===== src/rtl/lookahead_fifo_pkg.sv =====
package lookahead_fifo_pkg;

  // Strobes from control to datapath for one clock edge
  typedef struct packed {
    logic memWr;     // store wrData at wrAddr
    logic memRd;     // capture memory word at rdAddr into read register
    logic pop;       // head slot consumed, shift slot 1 down
    logic land;      // read register holds a word to place in a slot
    logic landSlot;  // slot index that receives the landing word
  } fifoStrobe_t;

endpackage


===== src/rtl/lookahead_fifo_dp.sv =====
module lookahead_fifo_dp
  import lookahead_fifo_pkg::*;
#(
  parameter int WIDTH = 8,
  parameter int DEPTH = 8,
  localparam int AW = $clog2(DEPTH)
) (
  input  logic              clk,
  input  logic              rstN,
  input  fifoStrobe_t       stb,
  input  logic [AW-1:0]     wrAddr,
  input  logic [AW-1:0]     rdAddr,
  input  logic [WIDTH-1:0]  wrData,
  output logic [WIDTH-1:0]  headData
);

  localparam int NSLOT = 2;

  logic [WIDTH-1:0] mem [DEPTH];
  logic [WIDTH-1:0] rdReg;
  logic [WIDTH-1:0] slot [NSLOT];

  // Registered-read ring storage; a read and write to one address return the old word
  always_ff @(posedge clk) begin
    if (stb.memWr) mem[wrAddr] <= wrData;
    if (stb.memRd) rdReg <= mem[rdAddr];
  end

  // Prefetch slots: slot 0 drives the output bus
  for (genvar i = 0; i < NSLOT; i++) begin : g_slot
    logic [WIDTH-1:0] shiftIn;
    if (i == NSLOT - 1) begin : g_last
      assign shiftIn = slot[i];
    end else begin : g_mid
      assign shiftIn = slot[i+1];
    end

    always_ff @(posedge clk or negedge rstN) begin
      if (!rstN) begin
        slot[i] <= '0;
      end else begin
        if (stb.pop) slot[i] <= shiftIn;
        if (stb.land && (int'(stb.landSlot) == i)) slot[i] <= rdReg;
      end
    end
  end

  assign headData = slot[0];

  // a landing word never targets the upper slot during a shift
  land_slot_chk: assert property (@(posedge clk) disable iff (!rstN)
    stb.land && stb.pop |-> !stb.landSlot);

endmodule


===== src/rtl/lookahead_fifo_ctrl.sv =====
module lookahead_fifo_ctrl
  import lookahead_fifo_pkg::*;
#(
  parameter int DEPTH = 8,
  localparam int AW  = $clog2(DEPTH),
  localparam int CAP = DEPTH + 2,
  localparam int CW  = $clog2(CAP + 1)
) (
  input  logic          clk,
  input  logic          rstN,
  input  logic          wrEn,
  input  logic          rdEn,
  output fifoStrobe_t   stb,
  output logic [AW-1:0] wrAddr,
  output logic [AW-1:0] rdAddr,
  output logic          full,
  output logic          almostFull,
  output logic          wrAck,
  output logic          overflow,
  output logic          valid,
  output logic          empty,
  output logic          almostEmpty,
  output logic          underflow
);

  logic [AW-1:0] wrPtr, rdPtr;
  logic [AW:0]   memCount;
  logic          inflight;
  logic [1:0]    slotCnt;
  logic [CW-1:0] fill;

  logic          wrOk, popOk, memRdOk;
  logic [2:0]    pending;

  assign wrOk    = wrEn && (fill != CW'(CAP));
  assign popOk   = rdEn && (slotCnt != 2'd0);
  assign pending = {1'b0, slotCnt} + {2'b0, inflight} - {2'b0, popOk};
  assign memRdOk = (memCount != '0) && (pending < 3'd2);

  always_comb begin
    stb.memWr    = wrOk;
    stb.memRd    = memRdOk;
    stb.pop      = popOk;
    stb.land     = inflight;
    stb.landSlot = (slotCnt - {1'b0, popOk}) != 2'd0;
  end

  assign wrAddr = wrPtr;
  assign rdAddr = rdPtr;

  always_ff @(posedge clk or negedge rstN) begin
    if (!rstN) begin
      wrPtr     <= '0;
      rdPtr     <= '0;
      memCount  <= '0;
      inflight  <= 1'b0;
      slotCnt   <= 2'd0;
      fill      <= '0;
      wrAck     <= 1'b0;
      overflow  <= 1'b0;
      underflow <= 1'b0;
    end else begin
      if (wrOk)    wrPtr <= (wrPtr == AW'(DEPTH - 1)) ? '0 : wrPtr + 1'b1;
      if (memRdOk) rdPtr <= (rdPtr == AW'(DEPTH - 1)) ? '0 : rdPtr + 1'b1;
      memCount  <= memCount + (AW+1)'(wrOk) - (AW+1)'(memRdOk);
      inflight  <= memRdOk;
      slotCnt   <= slotCnt - {1'b0, popOk} + {1'b0, inflight};
      fill      <= fill + CW'(wrOk) - CW'(popOk);
      wrAck     <= wrOk;
      overflow  <= wrEn && !wrOk;
      underflow <= rdEn && (slotCnt == 2'd0);
    end
  end

  assign full        = (fill == CW'(CAP));
  assign almostFull  = (fill >= CW'(CAP - 1));
  assign almostEmpty = (fill <= CW'(1));
  assign valid       = (slotCnt != 2'd0);
  assign empty       = !valid;


  ovf_after_full_chk: assert property (@(posedge clk) disable iff (!rstN)
    full && wrEn |=> overflow && !wrAck);


  udf_chk: assert property (@(posedge clk) disable iff (!rstN)
    !valid && rdEn |=> underflow);


  empty_rise_chk: assert property (@(posedge clk) disable iff (!rstN)
    $rose(empty) |-> $past(rdEn));


  full_hold_chk: assert property (@(posedge clk) disable iff (!rstN)
    full && !rdEn |=> full);


  ack_chk: assert property (@(posedge clk) disable iff (!rstN)
    wrEn && !full |=> wrAck);


  count_sum_chk: assert property (@(posedge clk) disable iff (!rstN)
    int'(fill) == int'(memCount) + int'(inflight) + int'(slotCnt));

endmodule


===== src/rtl/lookahead_fifo.sv =====
module lookahead_fifo
  import lookahead_fifo_pkg::*;
#(
  parameter int WIDTH = 8,
  parameter int DEPTH = 8,
  localparam int AW = $clog2(DEPTH)
) (
  input  logic             clk,
  input  logic             rstN,
  input  logic             wrEn,
  input  logic [WIDTH-1:0] wrData,
  output logic             full,
  output logic             almostFull,
  output logic             wrAck,
  output logic             overflow,
  input  logic             rdEn,
  output logic [WIDTH-1:0] rdData,
  output logic             valid,
  output logic             empty,
  output logic             almostEmpty,
  output logic             underflow
);

  fifoStrobe_t   stb;
  logic [AW-1:0] wrAddr, rdAddr;

  lookahead_fifo_ctrl #(.DEPTH(DEPTH)) u_ctrl (
    .clk        (clk),
    .rstN       (rstN),
    .wrEn       (wrEn),
    .rdEn       (rdEn),
    .stb        (stb),
    .wrAddr     (wrAddr),
    .rdAddr     (rdAddr),
    .full       (full),
    .almostFull (almostFull),
    .wrAck      (wrAck),
    .overflow   (overflow),
    .valid      (valid),
    .empty      (empty),
    .almostEmpty(almostEmpty),
    .underflow  (underflow)
  );

  lookahead_fifo_dp #(.WIDTH(WIDTH), .DEPTH(DEPTH)) u_dp (
    .clk     (clk),
    .rstN    (rstN),
    .stb     (stb),
    .wrAddr  (wrAddr),
    .rdAddr  (rdAddr),
    .wrData  (wrData),
    .headData(rdData)
  );


  hold_chk: assert property (@(posedge clk) disable iff (!rstN)
    valid && !rdEn |=> valid && $stable(rdData));

endmodule


===== config.mk =====
export PLATFORM = sky130hd
export DESIGN_NAME = lookahead_fifo
export DESIGN_NICKNAME = d
export VERILOG_FILES = /design/src/rtl/lookahead_fifo_pkg.sv /design/src/rtl/lookahead_fifo_dp.sv /design/src/rtl/lookahead_fifo_ctrl.sv /design/src/rtl/lookahead_fifo.sv
export SDC_FILE = /design/constraint.sdc
export NUM_CORES = 1
export LEC_CHECK = 0
export ABC_CLOCK_PERIOD_IN_PS = 4900
export BUFFER_PORTS_ARGS = -buffer_cell sky130_fd_sc_hd__buf_2
export CORE_MARGIN = 2
export CORE_UTILIZATION = 65
export CTS_CLUSTER_SIZE = 14
export DETAILED_ROUTE_END_ITERATION = 8
export PLACE_DENSITY = 0.8
export SLEW_MARGIN = 20
export SYNTH_ARGS = -nofsm -noshare
export SYNTH_HDL_FRONTEND = slang
export SYNTH_HIERARCHICAL = 1
export SYNTH_SLANG_ARGS = --single-unit

===== constraint.sdc =====
create_clock -name clk -period 4.9 [get_ports clk]
set_input_delay 0.98 -clock clk [delete_from_list [all_inputs] [get_ports clk]]
set_output_delay 0.98 -clock clk [all_outputs]
set_load 0.05 [all_outputs]

==> implementation parameters <==
Parameter                              Value

Outcome
  Status    completed

Die
  Io pins    28
  Initial Util    67.9%
  Core Area    6830 sq um
  Die Width    88.5 microns
  Row cnt    30
  Die height    88.5 microns
  Die area    7830 sq um

Global route
  Global-route wire length before repair    11.6 mm
  Antenna violations before repair    0
  Via count of the first global-routing pass    2,199
  Maximum number of pins on one net before global-route repair    37
  Global route total overflow    0
  GRT Resource Usage Total    21.1%

Cells and area
  Commonest non-fill, non-tap cells in the layout    sky130_fd_sc_hd__edfxtp_1 (72), sky130_fd_sc_hd__dfrtp_1 (36), sky130_fd_sc_hd__mux2_2 (35)
  Post-Layout Cell Count    386
  Synthesis-to-layout area growth    7.93%
  Commonest non-fill, non-tap cell in the layout    sky130_fd_sc_hd__edfxtp_1
  Final instance area    5000 sq um
  Antenna Cells    0
  Layout cell share with drive strength beyond 1    30.0%
  Final core occ    73.3%
  Layout Nets    318

Synthesis
  Leading register cell type out of synthesis    sky130_fd_sc_hd__edfxtp_1
  FFs w/ async S/R, synth    33.3%
  Synthesis-stage register bit count    108
  Synthesis Warnings    6
  Post-Synthesis Mean Instance Area    18.0 sq um
  Area share of fa/ha/maj cells after synthesis    6.15%
  Register area share after synthesis    66.1%
  Main combinational cell family by area after synthesis    multiplexers
  Fraction of synthesized cell area in xor and xnor cells    1.30%
  Nets in the synthesized netlist    291
  Number of standard cells after synthesis    258
  Mux contribution to synthesized area    18.5%
  Netlist area before placement    4640 sq um
  Compound-cell area share of the yosys netlist    1.51%
  Fraction of the mapped netlist area in simple logic gates    3.08%
  EDFF count, synth    72
  Number of different library cells in the post-synthesis netlist    31

Clock tree
  Source-to-sink clock delay at the later pin of the worst-skew pair    370 ps
  Count of clock tree sinks    108
  Maximum clock path buffer count    2
  Count of instances resized after the clock tree is built    0
  Library cell used as clock root buffer    sky130_fd_sc_hd__clkbuf_8
  Total clock buffers created by CTS    9
  H-Tree Level Count    3
  Quantity of hold-fixing buffers added after cts    0
  Reg clk slew, reported paths    100 ps
  TritonCTS clock tree    done
  Number of post-CTS setup repair buffers    0

Setup path
  Launching element type of the critical path    primary input
  Kind of capture point of the worst setup path    register
  Largest fanout of any net on the critical path    10
  Class of the most critical setup path    primary input to register
  Series of cell instances along the critical path    buf_2, o21ai_0, nand2_1, fa_1, xnor2_2, o311ai_4, inv_1, ha_1, inv_1, ha_1, inv_1, fa_1, inv_1
  Cell repeated most along the worst path    sky130_fd_sc_hd__inv_1
  Worst path buffer plus inverter count    5
  Required time worst endpoint    5160 ps
  Top Family by Delay on Critical Path    adder cells
  CP max stage delay    490 ps
  Slowest cell on crit path    sky130_fd_sc_hd__fa_1
  Worst path arrival time    3760 ps

Drt
  Post-Route WL    6.97 mm
  Post-detailed-route count of antenna-violating nets    0
  Total vias in the final route    2,155
  Number of DRC markers after the initial detailed-route iteration    127
  Ratio of routed vias to standard cells    5.58
  Final routed DRC violation total    0
  Routed len/inst    18.1 microns
  Length of the first detailed-routing pass in iterations    4

Worst hold path
  Worst min-delay path class    register to register

Pwr
  Power density over the cells    662 nW/um^2
  LEAKAGE    0.00200 uW
  Total chip power    3310 uW
  Worst IR Drop VDD    0.284 mV

STA
  Final Hold Violating Endpoints    0
  Final slew viol count    0
  Post-route clock skew    9.57 ps
  Fin Setup TNS    0 ps
  Headroom to the max-slew limit    35.4%
  Period minus WS final    3500 ps
  Unrepaired setup endpoints after global routing    false
  Fraction of the cycle the final worst path needs    71.3%
  Final setup viols    0
  Least-Margin Pin Slew    966 ps
  Max Fclk    0.286 GHz

Placement
  Number of placed cells counting well taps    370
  Detailed-placement wirelength estimate    4.56 mm
  Total placed instance area    4820 sq um
  # port buffers    27
  Gp weighted congestion    0.715

Flow run
  Number of max-cap violations    0
final timing paths:
path	from	end	slack (ps)	cells after the start
max in group asynchronous	rstN	u_dp/headData[7]$_DFFE_PN0P_	3700	1
setup reg to reg	u_ctrl/slotCnt[1]$_DFF_PN0_	u_ctrl/memCount[1]$_DFF_PN0_	1610	13
min in group asynchronous	rstN	u_ctrl/slotCnt[0]$_DFF_PN0_	700	1
hold reg to reg	u_dp/g_slot[0].shiftIn[4]$_DFFE_PN0P_	u_dp/g_slot[0].shiftIn[4]$_DFFE_PN0P_	510	1
setup / recovery	rdEn	u_ctrl/memCount[1]$_DFF_PN0_	1400	13
hold / removal	u_dp/g_slot[0].shiftIn[4]$_DFFE_PN0P_	u_dp/g_slot[0].shiftIn[4]$_DFFE_PN0P_	510	1
cell type report:
type | instances | area (sq um)
Sequential cell | 108 | 3060
Fill cell | 432 | 1830
Multi-Input combinational cell | 118 | 1420
Timing Repair Buffer | 27 | 135
Clock buffer | 10 | 128
Tap cell | 96 | 120
Inverter | 21 | 78.8
Clock inverter | 6 | 56.3
routing by layer:
metal	track usage, %	share of wire [%]	vias to the layer above
met2	34.1	50	44
li1	-	-	1016
met5	0	0	-
met3	3.45	3.5	8
met4	8.68	1.4	0
met1	29.0	45	1087
synthesized netlist by cell type (2+ instances only):
cell                       number  share of area [%]
sky130_fd_sc_hd__buf_4          4               0.65
sky130_fd_sc_hd__nand2b_1       5               0.67
sky130_fd_sc_hd__a21o_1         2               0.32
sky130_fd_sc_hd__and2_1         2               0.27
sky130_fd_sc_hd__fa_1           3                1.3
sky130_fd_sc_hd__ha_1          18                4.9
sky130_fd_sc_hd__inv_1         21                1.7
sky130_fd_sc_hd__nor2b_1        3               0.40
sky130_fd_sc_hd__xor2_1         3               0.57
sky130_fd_sc_hd__nor3_1         2               0.22
sky130_fd_sc_hd__mux2_2        35                8.5
sky130_fd_sc_hd__clkbuf_1       2               0.16
sky130_fd_sc_hd__nor2_1        10               0.81
sky130_fd_sc_hd__dfrtp_1       36                 19
sky130_fd_sc_hd__a21oi_1        2               0.22
sky130_fd_sc_hd__mux4_1        15                8.5
sky130_fd_sc_hd__nand2_1        5               0.40
sky130_fd_sc_hd__xnor2_1        2               0.38
sky130_fd_sc_hd__o21ai_0        2               0.22
sky130_fd_sc_hd__buf_1          2               0.16
sky130_fd_sc_hd__edfxtp_1      72                 47
sky130_fd_sc_hd__mux2_4         3               0.97
state kept, by name (all words and copies together) (netlist names):
name	flops
u_ctrl/fill	4
u_ctrl/inflight	1
u_ctrl/memCount	4
u_ctrl/overflow	1
u_ctrl/rdAddr	3
u_ctrl/slotCnt	2
u_ctrl/underflow	1
u_ctrl/wrAck	1
u_ctrl/wrAddr	3
u_dp/g_slot.shiftIn	8
u_dp/headData	8
u_dp/mem	64
u_dp/rdReg	8
power by group:
part | internal [uW] | switching [uW] | total [uW] | leakage [uW]
registers | 1290 | 216 | 1500 | 0.00108
clock network | 196 | 304 | 500 | 0.0000909
logic | 618 | 693 | 1310 | 0.000821
per-stage QoR:
| stage | hold WS, ps | worst slack, ps |
|---|---|---|
| after floorplan | 474 | 1610 |
| after global placement | 483 | 1150 |
| after detailed placement | 492 | 1040 |
| after CTS | 516 | 1420 |
| after global routing | 534 | 1200 |
| final | 513 | 1400 |
logic make-up (layout without fill, tap and decap cells):
logic type	count (synthesis)	count (layout)
XOR/XNOR	6	6
flip-flops	108	108
AND/OR/NAND/NOR	29	29
buffers and inverters	32	64
multiplexers	54	54
AO/OA/AOI/OAI	8	8
adder cells (fa/ha/maj)	21	21
Note: power is estimated with default switching activity, not from simulation.
